File: src/rtl/strap_led_drv.sv
`timescale 1ns/1ps
module strap_led_drv #(
  parameter int N_LED      = 4,
  parameter int N_SRC      = 4,
  parameter int BASE_CYC   = 125000,
  parameter int HOLD_TICKS = 32,
  localparam int SEL_W = (N_SRC > 1) ? $clog2(N_SRC) : 1
) (
  input  logic                   clk,
  input  logic                   rst_n,
  input  logic [N_LED-1:0]       pad_in,
  output logic [N_LED-1:0]       pad_out,
  output logic [N_LED-1:0]       pad_oe,
  input  logic [N_SRC-1:0]       status,
  input  logic [N_LED*SEL_W-1:0] src_sel,
  input  logic [N_LED-1:0]       hold_en,
  input  logic [N_LED-1:0]       blink_en,
  input  logic [7:0]             blink_pat,
  input  logic [5:0]             blink_div,
  input  logic [N_LED/2-1:0]     pair_en
);
  localparam int PW = (BASE_CYC > 1) ? $clog2(BASE_CYC) : 1;
  localparam int HW = $clog2(HOLD_TICKS + 1);

  logic             run_q;
  logic [N_LED-1:0] strap_q, lit_q;
  logic [PW-1:0]    pre_q;
  logic [5:0]       div_q;
  logic [2:0]       idx_q;
  logic [N_LED-1:0] src, ind, lit_d;
  logic             base_tick, step;

  assign base_tick = (pre_q == PW'(BASE_CYC - 1));
  assign step      = base_tick && (div_q >= blink_div);

  always_ff @(posedge clk) begin
    if (!rst_n) begin
      run_q   <= 1'b0;
      strap_q <= pad_in;
      pre_q   <= '0;
      div_q   <= '0;
      idx_q   <= '0;
      lit_q   <= '0;
    end else begin
      run_q <= 1'b1;
      lit_q <= lit_d;
      pre_q <= base_tick ? '0 : pre_q + 1'b1;
      if (base_tick) begin
        div_q <= step ? '0 : div_q + 1'b1;
        if (step) idx_q <= idx_q + 1'b1;
      end
    end
  end

  assign pad_oe  = {N_LED{run_q}};
  assign pad_out = (lit_q ^ strap_q) & {N_LED{run_q}};

  for (genvar i = 0; i < N_LED; i++) begin : g_led
    logic [HW-1:0] hold_q;
    logic          pair_gate;

    assign src[i] = status[src_sel[i*SEL_W +: SEL_W]];
    assign ind[i] = (src[i] | (hold_en[i] & (hold_q != '0)))
                    & (~blink_en[i] | blink_pat[idx_q]);

    always_ff @(posedge clk) begin
      if (!rst_n)                         hold_q <= '0;
      else if (src[i])                    hold_q <= HW'(HOLD_TICKS);
      else if (base_tick && hold_q != '0) hold_q <= hold_q - 1'b1;
    end

    if (i % 2 == 0) begin : g_even
      assign pair_gate = pair_en[i/2];
      assign lit_d[i]  = ind[i] & ~(pair_gate & ind[i+1]);
    end else begin : g_odd
      assign pair_gate = 1'b0;
      assign lit_d[i]  = ind[i];
    end


    src_follow_chk: assert property (@(posedge clk) disable iff (!rst_n)
      (!hold_en[i] && !blink_en[i] && !pair_gate) |=> lit_q[i] == $past(src[i]));


    polarity_chk: assert property (@(posedge clk) disable iff (!rst_n)
      run_q |-> pad_out[i] == (lit_q[i] ? !strap_q[i] : strap_q[i]));

    if (i % 2 == 0) begin : g_pchk

      pair_excl_chk: assert property (@(posedge clk) disable iff (!rst_n)
        pair_en[i/2] |=> !(lit_q[i] && lit_q[i+1]));
    end
  end


  oe_reset_chk: assert property (@(posedge clk)
    !rst_n |=> (pad_oe == '0 && pad_out == '0));


  strap_hold_chk: assert property (@(posedge clk) disable iff (!rst_n)
    rst_n |=> $stable(strap_q));


  oe_run_chk: assert property (@(posedge clk) disable iff (!rst_n)
    rst_n |=> &pad_oe);
endmodule

File: config.mk
export PLATFORM = sky130hd
export DESIGN_NAME = strap_led_drv
export DESIGN_NICKNAME = d
export VERILOG_FILES = /design/src/rtl/strap_led_drv.sv
export SDC_FILE = /design/constraint.sdc
export NUM_CORES = 1
export LEC_CHECK = 0
export ABC_AREA = 0
export BUFFER_PORTS_ARGS = -buffer_cell sky130_fd_sc_hd__clkbuf_2
export CORE_ASPECT_RATIO = 0.6
export CORE_MARGIN = 5
export CORE_UTILIZATION = 56
export DETAILED_ROUTE_END_ITERATION = 16
export PLACE_DENSITY = 0.83
export SETUP_SLACK_MARGIN = 0.02
export SLEW_MARGIN = 20
export SYNTH_ARGS = -nofsm -noshare
export SYNTH_HDL_FRONTEND = slang
export SYNTH_SLANG_ARGS = --single-unit
File: constraint.sdc
create_clock -name clk -period 2.6 [get_ports clk]
set_input_delay 0 -clock clk [delete_from_list [all_inputs] [get_ports clk]]
set_output_delay 0 -clock clk [all_outputs]
set_load 0.005 [all_outputs]
==> key figures, run 1 <==
Status
  • Outcome: completed

Worst setup path
  • Reg2Reg Depth: 7
  • CP max stage cell: or4_1
  • CP max FO: 15
  • Max stage delay on crit path: approximately 0.54 ns
  • R2r endpoint: div_q[3]
  • Worst Setup Path Type: reg2reg
  • Critical-path cell list: ha_1, or4bb_1, nor3_1, buf_4, nand2_4, or4_1, a31oi_1
  • Worst EP required: 2.86 ns
  • Worst Setup Start Kind: register
  • Crit. End Element: register
  • CP arrival: around 2.7 ns
  • Reg2Reg Launch Point: pre_q[0]
  • Reg2reg setup slack: 0.19 ns

GRT
  • All-layer global routing usage: a little over a fifth
  • Initial antenna violation count: 1
  • Grt total ovfl: 0
  • Largest net degree at the start of global routing: 19
  • Vias in the first global route: 2,552
  • First-pass GRT wire length: 11,900 microns

Placed design
  • Routability congestion estimate from global placement: between 0.8 and 0.9
  • Detailed Place HPWL: 5230 microns
  • Placement Setup Slack: between 0.2 and 0.25 ns
  • Placed Cells: 453
  • Number of port buffers: 49

Drt
  • Final wirelength: about 7200 microns
  • Vias/cell: about 5.6
  • First-pass DRT Iterations: 4
  • Vias: between 2,000 and 3,000
  • ANT nets after route: 0
  • Initial DRC Count: 136
  • Routed len/inst: between 15 and 20 microns
  • DRC errors left: 0

Yosys
  • Mapped Nets: about 400
  • Dominant synthesized flop cell: dfxtp_1
  • Post-synth EDFFs: 4
  • Sequential-to-total area share from yosys stat: a little under 40%
  • Synthesized instance count: 345
  • Top cell type's share of synthesized area: 35.3%
  • Area leader, netlist: dfxtp_1
  • Synth unique cells: 50
  • Synth area leaders: dfxtp_1 (35%), ha_1 (6.0%), xor2_1 (5.6%), nor2_1 (5.1%), mux4_2 (4.3%)
  • Synthesized flop and latch total: 59
  • Synth Warn #: 0
  • Avg Synthesized Cell Area: a little over 9 sq um
  • Cell Area, Synth: around 3100 sq um
  • Count leader, synth: dfxtp_1
  • Synth cell count leaders: dfxtp_1 (55), nor2_1 (42), nand3_1 (24), inv_1 (20), xor2_1 (20)
  • Post-synth ARST share: 0%

Timing
  • Hold Vio Cnt, Final: 0
  • Final count of pins violating max slew: 0
  • Setup ws final: 0.188 ns
  • RSZ-0062 raised after global routing: no
  • Slew margin rel.: ~59%
  • Clock Skew: about 0.008 ns
  • Minimum clock period: 2.41 ns
  • Setup violators final: 0
  • Worst-margin pin slew: between 0.6 and 0.7 ns
  • Period utilization: 92.8%
  • Setup TNS: 0 ns
  • FMAX: roughly 0.41 GHz

Layout
  • Layout cells sized above 1: between 10% and 20%
  • Final core utilization: 67.6%
  • Final nets: between 400 and 500
  • Non-filler cells, final: between 400 and 500
  • Area grow syn2layout: 18.8%

Floorplanning
  • Die Ht: between 60 and 70 microns
  • Top-level port count: 50
  • Row count: 21
  • Die Wd: around 110 microns
  • Initial cell density of the core: between 50 and 60%
  • Core area: about 5500 sq um
  • Die ar.: ~7200 sq um

Clocking
  • Sink Count: 59
  • Setup bufs post-CTS: 0
  • CTS tree: done
  • Clock buffer depth: 2
  • CTS root buf: clkbuf_8
  • Worst-skew pair later-pin latency: 0.34 ns
  • H-tree depth: 3
  • Num CTS Buffers: 9
  • Resize count post-CTS: 0
  • Worst-path clk slew: roughly 0.060 ns

Hold path
  • Worst Hold Endpoint: lit_q[3]
  • WHS Path Cells: 3
  • Worst hold start: blink_en[3]
  • Hold/Removal Path Class: in2reg

Pwr
  • Total chip power: around 2.0 mW
  • Lkg Pwr: 1.48 nW
  • Power Dens Cells: between 500 and 600 nW/um^2
  • Max rail drop VDD: 0.321 mV

Job
  • Maxcap violations: 0
[critical path, delay by kind of cell (launching register included)]
| family | cells | cell delay, ns |
|---|---|---|
| buffers and inverters | 1 | 0.20 |
| adders and majority gates | 1 | 0.20 |
| DFF | 1 | 0.42 |
| AOI/OAI and AO/OA | 1 | 0.18 |
| and+or+nand+nor | 4 | 1.34 |
[cell families after synthesis]
| logic type | share of synthesized area [%] |
|---|---|
| AO/OA/AOI/OAI | 7.37 |
| XOR/XNOR | 9.26 |
| adder cells (fa/ha/maj) | 6.01 |
| buffers and inverters | 4.81 |
| flip-flops | 39.1 |
| multiplexers | 4.97 |
| AND/OR/NAND/NOR | 28.5 |
[final cells by class]
| type | count | area (sq um) |
|---|---|---|
| tap | 69 | 86.3 |
| antenna | 1 | 2.50 |
| timing repair buffer | 64 | 385 |
| clock buffer | 13 | 149 |
| sequential | 59 | 1220 |
| fill | 426 | 1780 |
| multi-input combinational | 252 | 1750 |
| inverter | 20 | 75.1 |
| clock inverter | 3 | 40.0 |
[power by group]
| part | internal, mW | switching, mW | leakage (nW) |
|---|---|---|---|
| clock network | 0.467 | 0.351 | 0.0974 |
| registers | 0.941 | 0.0231 | 0.486 |
| logic | 0.0977 | 0.102 | 0.898 |
| total | 1.50 | 0.476 | 1.48 |
[cells in the final DEF, fill, tap and decap left out, drive strengths merged, types with 2 or more instances in the layout]
cell,Yosys,layout
or4b,2,2
nand2,18,18
xor2,20,20
nand4b,4,4
o311a,2,2
dfxtp,55,55
buf,6,4
nor3,16,16
o21ai,5,5
dlygate4sd3,0,11
or3,2,2
nor2b,2,2
and3,7,7
a211oi,2,2
a21o,2,2
a31oi,3,3
ha,15,15
nand4,14,14
xnor2,13,13
a2111oi,2,2
clkinv,0,2
a21oi,15,15
and2,6,6
clkbuf,8,62
mux2i,2,2
and4,2,2
inv,20,20
or4,3,3
or2,4,4
nand3,24,24
edfxtp,4,4
or3b,3,3
nor2,42,42
mux4,6,6
nand2b,5,5
[layer usage]
layer / GRT usage, % / vias to the layer above / routed length, microns
li1: - / 1345 / -
met1: 27.4 / 1278 / 3370
met2: 35.0 / 82 / 3280
met3: 8.20 / 10 / 530
met4: 5.17 / 0 / 73
met5: 0 / - / 0
[per-stage QoR]
stage | hold slack (ns) | area, sq um
after floorplan | 0.0277 | 3120
after detailed placement | 0.180 | 3410
after global placement | 0.178 | 3410
after CTS | 0.0117 | 3710
final | 0.0368 | 3710
after global routing | 0.00959 | 3710
[sequential cells by signal, summed over array words and instances (netlist names)]
register	count
run_q	1
idx_q	3
strap_q	4
g_led.hold_q	24
div_q	6
pre_q	17
lit_q	4
[what timing repair did]
item                                   CTS  global route
hold buffers                            11             0
setup endpoints to repair                0             0
endpoints found under the hold margin    8             0
[worst max path at each step]
stage	startpoint	endpoint	slack, ns	cells after the start
3_3_place_gp	pre_q[0]	div_q[4]	0.34	7
2_1_floorplan	pre_q[0]	div_q[4]	0.35	7
3_5_place_dp	pre_q[0]	div_q[3]	0.24	7
6_report	pre_q[0]	div_q[3]	0.19	7
4_1_cts	pre_q[0]	div_q[3]	0.23	7
5_1_grt	pre_q[1]	div_q[3]	0.05	7
Note: power is estimated with default switching activity, not from simulation.
==> inputs of run 2 (changes only) <==
- RECOVER_POWER: default -> 25
==> run 2 against run 1 <==
Clock power about the same. Wire length about the same. Fmax down 0.35%. Non-clock buffer count unchanged. Sequential power about the same. Count of clock-buffer cells in the layout unchanged. Register-to-register slack about the same.
==> key figures, run 2 (same netlist as run 1, synthesis figures left out) <==
Layout
  • Area grow syn2layout: 18.7% (was 18.8%)
  • Commonest non-fill, non-tap cell in the layout: dfxtp_1 (unchanged)
  • Non-filler cells, final: 481 (unchanged)
  • # fillers: 429 (was 426)
  • Commonest non-fill, non-tap cells in the layout: dfxtp_1 (55), clkbuf_2 (46), nor2_1 (42), nand3_1 (24) (was dfxtp_1 (55), clkbuf_2 (49), nor2_1 (42), nand3_1 (24))
  • Final Cell Area: 3710 sq um (about the same)
  • Largest Register: g_led.hold_q (unchanged)
  • Final nets: 463 (unchanged)
  • Layout cells sized above 1: 18.5% (was 19.2%)
  • Top flop regs: g_led.hold_q: 24 flops, pre_q: 17 flops, div_q: 6 flops (unchanged)
  • Max reg flops: 24 (unchanged)

Worst setup path
  • CP max FO: 15 (unchanged)
  • Worst EP required: 2.86 ns (about the same)
  • Max stage delay on crit path: 0.54 ns (about the same)
  • Crit path buf inv count: 1 (unchanged)
  • CP arrival: 2.68 ns (about the same)
  • Reg2Reg Depth: 7 (unchanged)
  • Critical-path cell list: ha_1, or4bb_1, nor3_1, buf_4, nand2_4, or4_1, a31oi_1 (unchanged)
  • Crit. End Element: register (unchanged)
  • Reg2reg setup slack: 0.18 ns (was 0.19 ns)
  • Worst Setup Path Type: reg2reg (unchanged)
  • R2r endpoint: div_q[3] (unchanged)
  • Reg2Reg Launch Point: pre_q[0] (unchanged)
  • Worst Setup Start Kind: register (unchanged)
  • CP max stage cell: or4_1 (unchanged)
  • Critical path's top delay family: simple AND/OR/NAND/NOR gates (unchanged)
  • Stages on the worst setup path: 7 (unchanged)

Clocking
  • Sink Count: 59 (unchanged)
  • Setup bufs post-CTS: 0 (unchanged)
  • Worst-skew pair later-pin latency: 0.34 ns (about the same)
  • H-tree depth: 3 (unchanged)
  • CTS root buf: clkbuf_8 (unchanged)
  • Worst-path clk slew: 0.06 ns (about the same)
  • Num CTS Buffers: 9 (unchanged)
  • CTS tree: done (unchanged)
  • Clock buffer depth: 2 (unchanged)

Placed design
  • Routability congestion estimate from global placement: 0.819 (unchanged)
  • Placed Cells: 453 (unchanged)
  • Detailed Place HPWL: 5230 microns (unchanged)
  • Dpl cell area: 3410 sq um (unchanged)
  • Number of port buffers: 49 (unchanged)

GRT
  • First-pass GRT wire length: 11,900 microns (unchanged)
  • Grt total ovfl: 0 (unchanged)
  • Met1 Use GR: 27.4% (unchanged)
  • All-layer global routing usage: 21.5% (unchanged)
  • Largest net degree at the start of global routing: 19 (unchanged)
  • Initial antenna violation count: 1 (unchanged)
  • Vias in the first global route: 2,552 (unchanged)
  • GR peak layer: met2 (unchanged)
  • GR Layer Usage met2: 35.0% (unchanged)
  • Met3 usage: 8.20% (unchanged)

Timing
  • FMAX: 0.413 GHz (was 0.415 GHz)
  • RSZ-0062 raised after global routing: no (unchanged)
  • Setup TNS: 0 ns (unchanged)
  • Slew margin rel.: 58.5% (was 59.1%)
  • Minimum clock period: 2.42 ns (was 2.41 ns)
  • Clock Skew: 0.00731 ns (was 0.00797 ns)
  • Setup violators final: 0 (unchanged)
  • Period utilization: 93.1% (was 92.8%)
  • Worst-margin pin slew: 0.622 ns (was 0.612 ns)
  • Hold Vio Cnt, Final: 0 (unchanged)
  • Final count of pins violating max slew: 0 (unchanged)

Pwr
  • Clock share of power: 41.3% (was 41.2%)
  • Power Dens Cells: 535 nW/um^2 (was 534 nW/um^2)
  • Sw Pwr: 0.478 mW (was 0.476 mW)
  • Logic pwr share: 10.0% (was 10.1%)
  • Switching Fraction: 24.1% (was 24.0%)
  • Cell internal pwr: 1.50 mW (about the same)
  • Max rail drop VDD: 0.321 mV (about the same)
  • Sequential power share: 48.6% (was 48.7%)
  • Lkg Pwr: 1.47 nW (was 1.48 nW)

Drt
  • Routed len/inst: 15.1 microns (about the same)
  • DRC errors left: 0 (unchanged)
  • First-pass DRT Iterations: 5 (was 4)
  • Final wirelength: 7260 microns (was 7250 microns)
  • Initial DRC Count: 141 (was 136)
  • Vias: 2,720 (was 2,715)
  • ANT nets after route: 0 (unchanged)
  • Vias/cell: 5.65 (was 5.64)

Floorplanning
  • Row count: 21 (unchanged)
  • Die Wd: 106 microns (unchanged)
  • Initial cell density of the core: 56.8% (unchanged)
  • Die ar.: 7220 sq um (unchanged)
  • Die Ht: 67.8 microns (unchanged)
  • Top-level port count: 50 (unchanged)
  • Core area: 5490 sq um (unchanged)

Hold path
  • Worst Hold Endpoint: lit_q[3] (unchanged)
  • WHS Path Cells: 3 (unchanged)
  • Hold/Removal Path Class: in2reg (unchanged)
  • Worst hold start: blink_en[3] (unchanged)

Job
  • Maxcap violations: 0 (unchanged)

Status
  • Outcome: completed (unchanged)
[run 2: changes by cell type in the layout (fill, tap and decap cells not counted)]
cell,before,now
and2_1,5,1
clkbuf_2,49,46
and2_0,1,5
clkbuf_1,3,6
[run 2: final cells by class]
class	count	area (sq um)	area share (%)
antenna	1	2.50	0.0675
clock buffer	13	149	4.02
clock inverter	3	40.0	1.08
inverter	20	75.1	2.03
multi-input combinational	252	1750	47.2
sequential	59	1220	33.0
tap	69	86.3	2.33
timing repair buffer	64	382	10.3
[run 2: tightest hold or removal path, delay by kind of cell]
kind,cells,cell delay (ns)
simple gates,2,0.24
buf+inv,1,0.08
[run 2: power by group through the flow]
stage               combinational (mW)  clock (mW)  sequential, mW
detailed placement               0.184           0           0.984
global route                     0.222       0.885           0.967
floorplan                        0.118           0           0.976
finish                           0.199       0.819           0.964
global placement                 0.179           0           0.982
CTS                              0.199       0.825           0.964
[run 2: through the flow]
stage / hold WS [ns] / power (mW) / utilization, % / setup WS, ns
floorplan: 0.0277 / 1.09 / - / 0.348
global placement: 0.178 / 1.16 / 62.1 / 0.339
detailed placement: 0.180 / 1.17 / 62.1 / 0.242
CTS: 0.0117 / 1.99 / 67.5 / 0.228
global route: 0.0101 / 2.07 / 67.5 / 0.0531
finish: 0.0364 / 1.98 / 67.5 / 0.179
[run 2: how the worst max path moves through the flow]
stage / startpoint / to / slack, ns
floorplan: pre_q[0] / div_q[4] / 0.35
CTS: pre_q[0] / div_q[3] / 0.23
global route: pre_q[1] / div_q[3] / 0.05
detailed placement: pre_q[0] / div_q[3] / 0.24
finish: pre_q[0] / div_q[3] / 0.18
global placement: pre_q[0] / div_q[4] / 0.34
[run 2: timing repair]
item,CTS,global route
hold buffers,11,0
resized for setup,0,0
endpoints found under the hold margin,8,0
[run 2: per-layer routing]
| metal | up-vias | wire length, microns |
|---|---|---|
| met1 | 1283 | 3370 |
| li1 | 1342 | - |
| met3 | 12 | 529 |
| met2 | 83 | 3270 |
| met5 | - | 0 |
| met4 | 0 | 87 |
